--- src/rtl/hcv_pkg.sv ---
package hcv_pkg;
   localparam int unsigned WORD_W = 32;
   typedef logic [WORD_W-1:0] word_t;
   typedef enum logic [1:0] {
      TGT_LOCAL = 2'd0,
      TGT_HOLE  = 2'd1,
      TGT_SLOT  = 2'd2
   } target_e;
endpackage

--- src/rtl/hcv_decode.sv ---
module hcv_decode
   import hcv_pkg::*;
#(
   parameter int unsigned ADDR_W      = 12,
   parameter int unsigned SLOT_BASE   = 32'h200,
   parameter int unsigned LOCAL_WORDS = 64,
   localparam int unsigned IDX_W      = $clog2(LOCAL_WORDS)
) (
   input  logic [ADDR_W-1:0] addr,
   output target_e           tgt,
   output logic [IDX_W-1:0]  idx
);
   localparam logic [ADDR_W-1:0] SLOT_A = ADDR_W'(SLOT_BASE);
   localparam logic [ADDR_W-1:0] SPAN_A = ADDR_W'(LOCAL_WORDS * 4);

   if (LOCAL_WORDS * 4 > SLOT_BASE) begin : g_bad_span
      $error("local bank overlaps the slot window");
   end
   if (SLOT_BASE >= (1 << ADDR_W)) begin : g_bad_base
      $error("slot base outside the address window");
   end
   if (IDX_W + 2 > ADDR_W) begin : g_bad_idx
      $error("address too narrow for local index");
   end

   assign idx = addr[IDX_W+1:2];

   always_comb begin
      if (addr >= SLOT_A)      tgt = TGT_SLOT;
      else if (addr < SPAN_A)  tgt = TGT_LOCAL;
      else                     tgt = TGT_HOLE;
   end
endmodule

--- src/rtl/hcv_wfilter.sv ---
module hcv_wfilter
   import hcv_pkg::*;
#(
   parameter int unsigned LOCAL_WORDS = 64,
   parameter int unsigned IDX_PHY     = 4,
   parameter int unsigned IDX_TUNE    = 6,
   parameter int unsigned PHY_WR_BIT  = 24,
   parameter int unsigned PHY_RD_BIT  = 25,
   parameter int unsigned PHY_ACK_BIT = 26,
   parameter int unsigned TUNE_BIT    = 15,
   localparam int unsigned IDX_W      = $clog2(LOCAL_WORDS)
) (
   input  logic [IDX_W-1:0] idx,
   input  word_t            wdata,
   output word_t            wdata_f
);
   if (PHY_ACK_BIT >= WORD_W || PHY_WR_BIT >= WORD_W ||
       PHY_RD_BIT >= WORD_W || TUNE_BIT >= WORD_W) begin : g_bad_bit
      $error("side-effect bit outside the word");
   end
   if (IDX_PHY >= LOCAL_WORDS || IDX_TUNE >= LOCAL_WORDS) begin : g_bad_idx
      $error("side-effect register outside the local bank");
   end

   always_comb begin
      wdata_f = wdata;
      if (idx == IDX_W'(IDX_PHY)) begin
         wdata_f[PHY_ACK_BIT] = wdata[PHY_WR_BIT] | wdata[PHY_RD_BIT];
      end else if (idx == IDX_W'(IDX_TUNE)) begin
         wdata_f[TUNE_BIT] = 1'b0;
      end
   end
endmodule

--- src/rtl/hcv_regfile.sv ---
module hcv_regfile
   import hcv_pkg::*;
#(
   parameter int unsigned LOCAL_WORDS = 64,
   parameter int unsigned IDX_FIXED   = 0,
   parameter word_t       POR_VALUE   = 32'h0001_0000,
   localparam int unsigned IDX_W      = $clog2(LOCAL_WORDS)
) (
   input  logic             clk,
   input  logic             rst_n,
   input  logic             clear,
   input  logic             we,
   input  logic [IDX_W-1:0] idx,
   input  word_t            wdata,
   output word_t            rdata
);
   word_t words [LOCAL_WORDS];

   for (genvar i = 0; i < LOCAL_WORDS; i++) begin : g_word
      if (i == IDX_FIXED) begin : g_fixed
         assign words[i] = POR_VALUE;
      end else begin : g_store
         word_t q;
         always_ff @(posedge clk or negedge rst_n) begin
            if (!rst_n)                         q <= '0;
            else if (clear)                     q <= '0;
            else if (we && idx == IDX_W'(i))    q <= wdata;
         end
         assign words[i] = q;
      end
   end

   assign rdata = words[idx];
endmodule

--- src/rtl/hc_vendor_regs.sv ---
module hc_vendor_regs
   import hcv_pkg::*;
#(
   parameter int unsigned ADDR_W      = 12,
   parameter int unsigned SLOT_BASE   = 32'h200,
   parameter int unsigned LOCAL_WORDS = 64,
   parameter word_t       POR_VALUE   = 32'h0001_0000,
   parameter int unsigned IDX_SWR     = 0,
   parameter int unsigned IDX_PHY     = 4,
   parameter int unsigned IDX_TUNE    = 6,
   parameter int unsigned SWR_BIT     = 0,
   parameter int unsigned PHY_WR_BIT  = 24,
   parameter int unsigned PHY_RD_BIT  = 25,
   parameter int unsigned PHY_ACK_BIT = 26,
   parameter int unsigned TUNE_BIT    = 15
) (
   input  logic              clk,
   input  logic              rst_n,
   input  logic              bus_valid,
   input  logic              bus_write,
   input  logic [ADDR_W-1:0] bus_addr,
   input  logic [31:0]       bus_wdata,
   output logic              bus_ready,
   output logic [31:0]       bus_rdata,
   output logic              slot_valid,
   output logic              slot_write,
   output logic [ADDR_W-1:0] slot_addr,
   output logic [31:0]       slot_wdata,
   input  logic              slot_ready,
   input  logic [31:0]       slot_rdata,
   output logic              slot_reset,
   input  logic              slot_irq,
   output logic              irq
);
   localparam int unsigned IDX_W = $clog2(LOCAL_WORDS);

   if (POR_VALUE[SWR_BIT] != 1'b0) begin : g_bad_por
      $error("reset bit must read back as zero");
   end
   if (IDX_SWR >= LOCAL_WORDS) begin : g_bad_swr
      $error("reset register outside the local bank");
   end

   target_e          tgt;
   logic [IDX_W-1:0] idx;
   word_t            wdata_f;
   word_t            local_rdata;
   logic             local_wr;
   logic             swr_hit;
   logic             reg_we;
   logic             slot_reset_q;

   hcv_decode #(
      .ADDR_W(ADDR_W), .SLOT_BASE(SLOT_BASE), .LOCAL_WORDS(LOCAL_WORDS)
   ) i_decode (
      .addr(bus_addr), .tgt(tgt), .idx(idx)
   );

   hcv_wfilter #(
      .LOCAL_WORDS(LOCAL_WORDS), .IDX_PHY(IDX_PHY), .IDX_TUNE(IDX_TUNE),
      .PHY_WR_BIT(PHY_WR_BIT), .PHY_RD_BIT(PHY_RD_BIT),
      .PHY_ACK_BIT(PHY_ACK_BIT), .TUNE_BIT(TUNE_BIT)
   ) i_wfilter (
      .idx(idx), .wdata(bus_wdata), .wdata_f(wdata_f)
   );

   // local accesses finish in their first cycle, so valid is the commit strobe
   assign local_wr = bus_valid && bus_write && (tgt == TGT_LOCAL);
   assign swr_hit  = local_wr && (idx == IDX_W'(IDX_SWR)) && bus_wdata[SWR_BIT];
   assign reg_we   = local_wr && (idx != IDX_W'(IDX_SWR));

   hcv_regfile #(
      .LOCAL_WORDS(LOCAL_WORDS), .IDX_FIXED(IDX_SWR), .POR_VALUE(POR_VALUE)
   ) i_regfile (
      .clk(clk), .rst_n(rst_n), .clear(swr_hit), .we(reg_we),
      .idx(idx), .wdata(wdata_f), .rdata(local_rdata)
   );

   always_ff @(posedge clk or negedge rst_n) begin
      if (!rst_n) slot_reset_q <= 1'b0;
      else        slot_reset_q <= swr_hit;
   end
   assign slot_reset = slot_reset_q;

   assign slot_valid = bus_valid && (tgt == TGT_SLOT);
   assign slot_write = bus_write;
   assign slot_addr  = bus_addr;
   assign slot_wdata = bus_wdata;

   always_comb begin
      unique case (tgt)
         TGT_SLOT: begin
            bus_ready = bus_valid && slot_ready;
            bus_rdata = slot_rdata;
         end
         TGT_LOCAL: begin
            bus_ready = bus_valid;
            bus_rdata = local_rdata;
         end
         default: begin
            bus_ready = bus_valid;
            bus_rdata = '0;
         end
      endcase
   end

   assign irq = slot_irq;
endmodule

--- config.mk ---
export PLATFORM = sky130hd
export DESIGN_NAME = hc_vendor_regs
export DESIGN_NICKNAME = d
export VERILOG_FILES = /design/src/rtl/hcv_pkg.sv /design/src/rtl/hcv_decode.sv /design/src/rtl/hcv_wfilter.sv /design/src/rtl/hcv_regfile.sv /design/src/rtl/hc_vendor_regs.sv
export SDC_FILE = /design/constraint.sdc
export NUM_CORES = 2
export LEC_CHECK = 0
export BUFFER_PORTS_ARGS = -buffer_cell sky130_fd_sc_hd__buf_2
export CORE_ASPECT_RATIO = 0.7
export CORE_MARGIN = 1.5
export CORE_UTILIZATION = 30
export CTS_CLUSTER_DIAMETER = 150
export DETAILED_ROUTE_END_ITERATION = 7
export HOLD_SLACK_MARGIN = 0.15
export PLACE_DENSITY_LB_ADDON = 0.12
export SLEW_MARGIN = 15
export SYNTH_ARGS = -nofsm -noshare
export SYNTH_HDL_FRONTEND = slang
export SYNTH_HIERARCHICAL = 1
export SYNTH_SLANG_ARGS = --single-unit
--- constraint.sdc ---
create_clock -name clk -period 2.13 [get_ports clk]
set_input_delay 0.1065 -clock clk [delete_from_list [all_inputs] [get_ports clk]]
set_output_delay 0.1065 -clock clk [all_outputs]
set_load 0.01 [all_outputs]
## Yosys cells after proc, flatten, opt, wreduce, memory -nomap -nowiden

Index checks and enable logic that the tools add are counted.

| storage, ports and cells | value |
|---|---|
| flip-flop bits (word level) | 2,017 |
| input bits | 82 |
| output and inout port bits | 81 |
| word-level logic and storage cells | 405 |

| cells by class | value |
|---|---|
| $lt $le $gt $ge | 3 |
| equal/unequal tests | 64 |
| multiplexer cells | 136 |
| bitwise gates (word level) | 2 |
| reduce and logical (&&, ||, !) cells | 136 |

Operator list:

| cell | number |
|---|---|
| 32-bit 2-to-1 mux | 128 |
| 32-bit binary-select mux with 6-bit select | 1 |
| 6-bit equality test, second input constant | 32 |
| 2-bit nonzero test | 63 |
| 6-bit by 5-bit equality test with 1-bit output, second input constant | 16 |
| 1-bit logical AND | 70 |
| 32-bit case mux with 2 select lines | 1 |
| 6-bit by 4-bit equality test with 1-bit output, second input constant | 8 |
| 6-bit by 3-bit equality test with 1-bit output, second input constant | 4 |
| 6-bit by 2-bit equality test with 1-bit output, second input constant | 2 |
| 12-bit by 10-bit greater-or-equal comparator with 1-bit output, second input constant | 1 |
| 12-bit by 9-bit less-than comparator with 1-bit output, second input constant | 1 |
| 7-bit greater-or-equal comparator, second input constant | 1 |
| 6-bit inverter with 7-bit output | 1 |
| 6-bit by 1-bit equality test with 1-bit output, second input constant | 1 |
| 6-bit zero test | 1 |
| 6-bit nonzero test | 1 |
| 1-bit 2-to-1 mux | 5 |
| 2-bit equality test, second input constant | 1 |
| 2-bit zero test | 1 |
| 2-bit 2-to-1 mux | 1 |
| 1-bit OR | 1 |

## Longest topological paths before layout

| depth | value |
|---|---|
| depth in word-level cells | 9 |
| mapped depth | 13 |
| mapped depth without buffers | 7 |

## Cells and area by module

The synthesis kept the hierarchy.

By module, submodules not included:

| module | instances | cells each | area each (um^2) |
|---|---|---|---|
| hcv_regfile | 1 | 10,371 | 95,815.6 |
| hc_vendor_regs | 1 | 127 | 949.7 |
| hcv_wfilter | 1 | 38 | 281.5 |
| hcv_decode | 1 | 8 | 60.1 |

## Least setup slack after synthesis

No wires, ideal clock.

| timing path | value |
|---|---|
| kind | input port to flip-flop |
| start | input bus_addr[10] |
| end | register i_regfile.g_word[49].g_store.q[10] |
| setup time | 0.136 ns |
| data arrival time | 2.405 ns |
| path slack | -0.412 ns |
| stages | 11 |
| buffers on the path | 4 |
| cells stage by stage | or3_1 buf_6 nor4bb_4 a21boi_1 and3_1 clkbuf_1 clkbuf_1 nand2_1 clkbuf_1 nand2_1 a21oi_1 |

| on the way | value |
|---|---|
| cells in the longest elaborated chain, start to end | 8 |

RTL lines:

| item | RTL line | RTL |
|---|---|---|
| from (decl) | hc_vendor_regs.sv:21 | `input logic [ADDR_W-1:0] bus_addr,` |
| 12-bit by 9-bit less-than comparator with 1-bit output | hcv_decode.sv:30 | `else if (addr < SPAN_A) tgt = TGT_LOCAL;` |
| 1-bit 2-to-1 mux | hcv_decode.sv:30 |  |
| 2-bit 2-to-1 mux * | hcv_decode.sv:29 | `if (addr >= SLOT_A) tgt = TGT_SLOT;` |
| 2-bit zero test * | hc_vendor_regs.sv:68 | `assign local_wr = bus_valid && bus_write && (tgt == TGT_LOCAL);` |
| 1-bit logical AND * | hc_vendor_regs.sv:68 |  |
| 1-bit logical AND * | hc_vendor_regs.sv:70 | `assign reg_we = local_wr && (idx != IDX_W'(IDX_SWR));` |
| named net reg_we | hc_vendor_regs.sv:50 | `logic reg_we;` |
| 1-bit logical AND * | hcv_regfile.sv:27 | `else if (we && idx == IDX_W'(i)) q <= wdata;` |
| 2-bit nonzero test (no line) * | -- |  |
| to (signal assigned) | hcv_regfile.sv:27 |  |
| to (decl) | hcv_regfile.sv:23 | `word_t q;` |

The timed path passes the listed nets; every way through them passes the cells marked *.
A chain may end at the register's enable or synchronous reset.

## Worst setup path after layout

| timing path | value |
|---|---|
| start | register i_regfile.g_word[26].g_store.q[30] |
| end | output bus_rdata[30] |

| on the way | value |
|---|---|
| cells in the longest elaborated chain, start to end | 4 |

RTL lines:

| item | RTL line | RTL |
|---|---|---|
| from (decl) | hcv_regfile.sv:23 |  |
| from (signal assigned) | hcv_regfile.sv:27 |  |
| 32-bit binary-select mux with 6-bit select | hcv_regfile.sv:33 | `assign rdata = words[idx];` |
| 32-bit 2-to-1 mux (implied by the code) (2 in a row) | hcv_regfile.sv:33 |  |
| named net local_rdata[30] | hc_vendor_regs.sv:47 | `word_t local_rdata;` |
| 32-bit case mux with 2 select lines | hc_vendor_regs.sv:91 | `unique case (tgt)` |
| to (decl) | hc_vendor_regs.sv:24 | `output logic [31:0] bus_rdata,` |

The timed path passes the listed nets, and every way through them passes these cells. The select of a mux whose other input is x is not followed.

==> results.rst <==
.. list-table::
   :header-rows: 1

   * - Metric
     - Value
   * - Logic gate share of total power
     - 0.085
   * - Cell mode on critical path
     - o22ai_4
   * - Synth-to-Final Area Change
     - 24.7%
   * - Finish-stage setup viols
     - 32
   * - CTS buffer count
     - 221
   * - Setup slack of the most critical reg-to-reg path
     - 1.35 ns
   * - Post-synth cell types
     - 58
   * - Worst R2R Path Depth
     - 3
   * - Standby leakage power
     - 0.0512 uW
   * - WL per Instance
     - 28.2 um
   * - Post-Synth Simple-Gate Area
     - 0.175
   * - Total nets after synthesis
     - 10600
   * - Initial Utilization
     - 0.302
   * - Switching portion of total power
     - 0.255
   * - Critical-path top delay cell
     - mux4_2
   * - Critical path origin
     - i_regfile/g_word[26].g_store.q[30]
   * - Final-report hold violation count
     - 0
   * - Violated checks
     - negative setup slack
   * - DRC viols
     - 0
   * - Cell internal pwr
     - 64500 uW
   * - Average instance area after synthesis
     - 9.21 um^2
   * - Ranking of synthesized cells by instance count
     - 4163 x nand2_1, 2017 x a21oi_1, 2017 x dfrtp_1, 705 x clkbuf_1, 448 x mux4_2
   * - Number of primary I/O pins
     - 163
   * - Number of design-rule violations left by the first detailed-router iteration
     - 9110
   * - Synthesized-area fraction occupied by xor and xnor cells
     - 0
   * - Detailed placer's ending HPWL
     - 285000 um
   * - Total via count in the routed design
     - 83100
   * - Width of the chip
     - 683 um
   * - CTS Root Cell
     - clkbuf_16
   * - Number of optimization iterations in the first detailed-route pass
     - 6
   * - Depth of the CTS H-tree
     - 4
   * - Cell family with most CP delay
     - multiplexers
   * - Leftover overflow at the end of global routing
     - 0
   * - Worst relative slew slack
     - 0.336
   * - Unrepaired setup endpoints after global routing
     - yes
   * - Worst Setup Start Kind
     - register
   * - Reported net switching power
     - 22100 uW
   * - R2r endpoint
     - i_regfile/g_word[50].g_store.q[16]
   * - Overall Power
     - 86600 uW
   * - Top cell type by total area after synthesis
     - dfrtp_1
   * - Die outline area
     - 0.327 mm^2
   * - Final max-slew violation count
     - 0
   * - CTS tree
     - built
   * - Combinational family with the most area after synthesis
     - simple AND/OR/NAND/NOR gates
   * - Worst slew pin tran
     - 0.993 ns
   * - Period utilization
     - 1.65
   * - Complex-gate fraction of the synthesized area
     - 0.131
   * - Fraction of the yosys area taken by sequential cells
     - 0.520
   * - Adder-Cell Fraction of Synth Area
     - 0
   * - Routability congestion estimate
     - 0.935
   * - Stages on the worst setup path
     - 9
   * - Count of mapped cells out of synthesis
     - 10500
   * - Remaining antenna violation count
     - 0
   * - Reg power frac
     - 0.452
   * - Antenna violations before repair
     - 19
   * - Power density over the cells
     - 715 mW/mm^2
   * - Post-synthesis instance area
     - 0.0971 mm^2
   * - Minimum hold slack
     - 0.204 ns
   * - Slack of the critical path
     - -1.38 ns
   * - First-pass GRT wire length
     - 623000 um
   * - Die Ht
     - 479 um
   * - Layout Nets
     - 11000
   * - Maximum number of pins on one net before global-route repair
     - 106
   * - Register clock-pin slew on the reported worst setup and hold paths
     - 0.06 ns
   * - Crit Path Category
     - register to primary output
   * - Largest cells by area after synthesis
     - dfrtp_1 52%, nand2_1 16%, a21oi_1 10%, mux4_2 10%, clkbuf_1 2.7%
   * - Status
     - finished with violations
   * - Max Cap Viol
     - 0
   * - Clock Sinks
     - 2017
   * - Signal arrival time at the worst endpoint
     - 3.41 ns
   * - Primary FF master, synth
     - dfrtp_1
   * - Async set-or-reset flop fraction in the synthesized netlist
     - 1.00
   * - Floorplan Core Area
     - 0.322 mm^2
   * - Routed wire length
     - 434000 um
   * - Worst setup slack after placement
     - -1.49 ns
   * - Crit path buf inv count
     - 2
   * - Multiplexer share of the synthesized area
     - 0.121
   * - Register bit total from synthesis
     - 2017
   * - Vias per std cell
     - 5.40
   * - Longest Clk Path Bufs
     - 4
   * - Number of enable flip-flop cells after synthesis
     - 0
   * - Worst IR drop on VDD
     - 0.670 mV
   * - Number of global-route vias before repair
     - 81300
   * - Row count
     - 174
   * - Maximum fanout count along the critical path
     - 2
   * - Cell count of the worst hold path
     - 7
   * - Kind of end point of the critical path
     - primary output
   * - Clock network fraction of total power
     - 0.463
   * - GRT Util Overall
     - 0.262
   * - Latest clock arrival within the worst-skew pair
     - 0.89 ns
   * - Ys Warns
     - 6
   * - Launch point of the worst reg-to-reg path
     - i_regfile/g_word[50].g_store.q[16]
   * - Beginning of the worst hold path
     - bus_addr[2]
   * - Clk_skew
     - 0 ns
   * - Time the final worst path needs with I/O delays and setup
     - 3.51 ns
   * - Fraction of layout cells with a size suffix above 1
     - 0.212
   * - Most frequent cell after synthesis
     - nand2_1
   * - Worst Hold End
     - i_regfile/g_word[21].g_store.q[26]
   * - Total of buffers placed on input and output ports
     - 156
   * - Share of Yosys cell area claimed by the top area cell type
     - 0.520
   * - Worst min-delay path class
     - input pin to register
   * - CP Cell Sequence
     - mux4_2 > mux2_4 > o22ai_4 > buf_6 > o221a_4 > o22ai_4 > mux2i_1 > nor2_1 > buf_2
   * - Achievable clock frequency
     - 285 MHz
   * - Largest stage delay on the critical path
     - 0.55 ns
   * - Data required time at the worst endpoint
     - 2.02 ns
-- worst max-delay path by stage --
stage / end
2_1_floorplan: i_regfile/g_word[11].g_store.q[0]
3_3_place_gp: bus_rdata[12]
3_5_place_dp: bus_rdata[12]
4_1_cts: bus_rdata[30]
5_1_grt: bus_rdata[30]
6_report: bus_rdata[30]
-- worst register-to-register path, delay by kind of cell, from the launching register on --
kind	cells	cell delay, ns
buf+inv	1	0.12
flops	1	0.38
compound gates	1	0.16
simple gates	1	0.04
-- cell usage in the layout (no fill, tap or decap), drive strengths merged, types with 9 or more instances in the layout --
cell type	count
mux2	64
o211a	16
a22oi	96
inv	9
mux2i	95
o21ai	62
clkbuf	332
a221oi	62
a22o	31
nor2	110
o22ai	19
dlygate4sd3	50
nand2	4166
a21oi	2017
a211oi	15
nor3	34
dfrtp	2017
nand3	58
mux4	448
buf	1223
bufinv	17
nor2b	24
o2111ai	16
o32ai	16
clkinv	34
-- registers in the layout, summed over array words and instances (netlist names) --
register,cells
i_regfile/g_word.g_store.q,2016
slot_reset,1
-- power by group through the flow --
stage	clock network [uW]	logic [uW]	registers, uW
after CTS	40800	7320	39100
final	40100	7360	39100
after global routing	42400	7740	39200
after global placement	0	6900	39800
after detailed placement	0	6940	39800
after floorplan	0	2800	39700
-- per-layer routing --
metal	GRT usage	vias to the layer above	share of wire
li1	-	36100	-
met1	0.395	43100	0.46
met2	0.365	3352	0.41
met3	0.0639	551	0.090
met4	0.0821	0	0.036
met5	0	-	0
-- layout make-up --
| type | instances | area, um^2 |
|---|---|---|
| fill | 31700 | 200000 |
| sequential | 2017 | 50500 |
| multi-input combinational | 7387 | 43400 |
| timing repair buffer | 1273 | 14400 |
| clock buffer | 332 | 6520 |
| tap | 4312 | 5400 |
| clock inverter | 60 | 779 |
| inverter | 5 | 18.8 |
| antenna | 7 | 17.5 |
-- metrics by stage --
stage          TNS (ns)  instances   util  area [um^2]
4_1_cts          -37.55      15400  0.376       121000
6_report         -35.81      15400  0.377       121000
3_5_place_dp   -1372.52      14900  0.347       112000
2_1_floorplan   -362.86      10500      -        97100
3_3_place_gp   -1397.64      14900  0.347       112000
5_1_grt          -38.77      15400  0.376       121000
-- kinds of logic (layout without fill, tap and decap cells) --
kind of cell    after synthesis  count (layout)
mux                         607             607
simple gates               4422            4422
flops                      2017            2017
compound gates             2358            2358
other cells                   0               7
buf+inv                    1140            1670
-- timing repair --
action                                 4_1_cts  5_1_grt
setup endpoints to repair                   32      148
endpoints found under the hold margin     4034        0
resized for setup                          264       35
hold buffers                                51        0
buffers inserted                             1       12
pin swaps                                   77       70
Note: power is estimated with default switching activity, not from simulation.
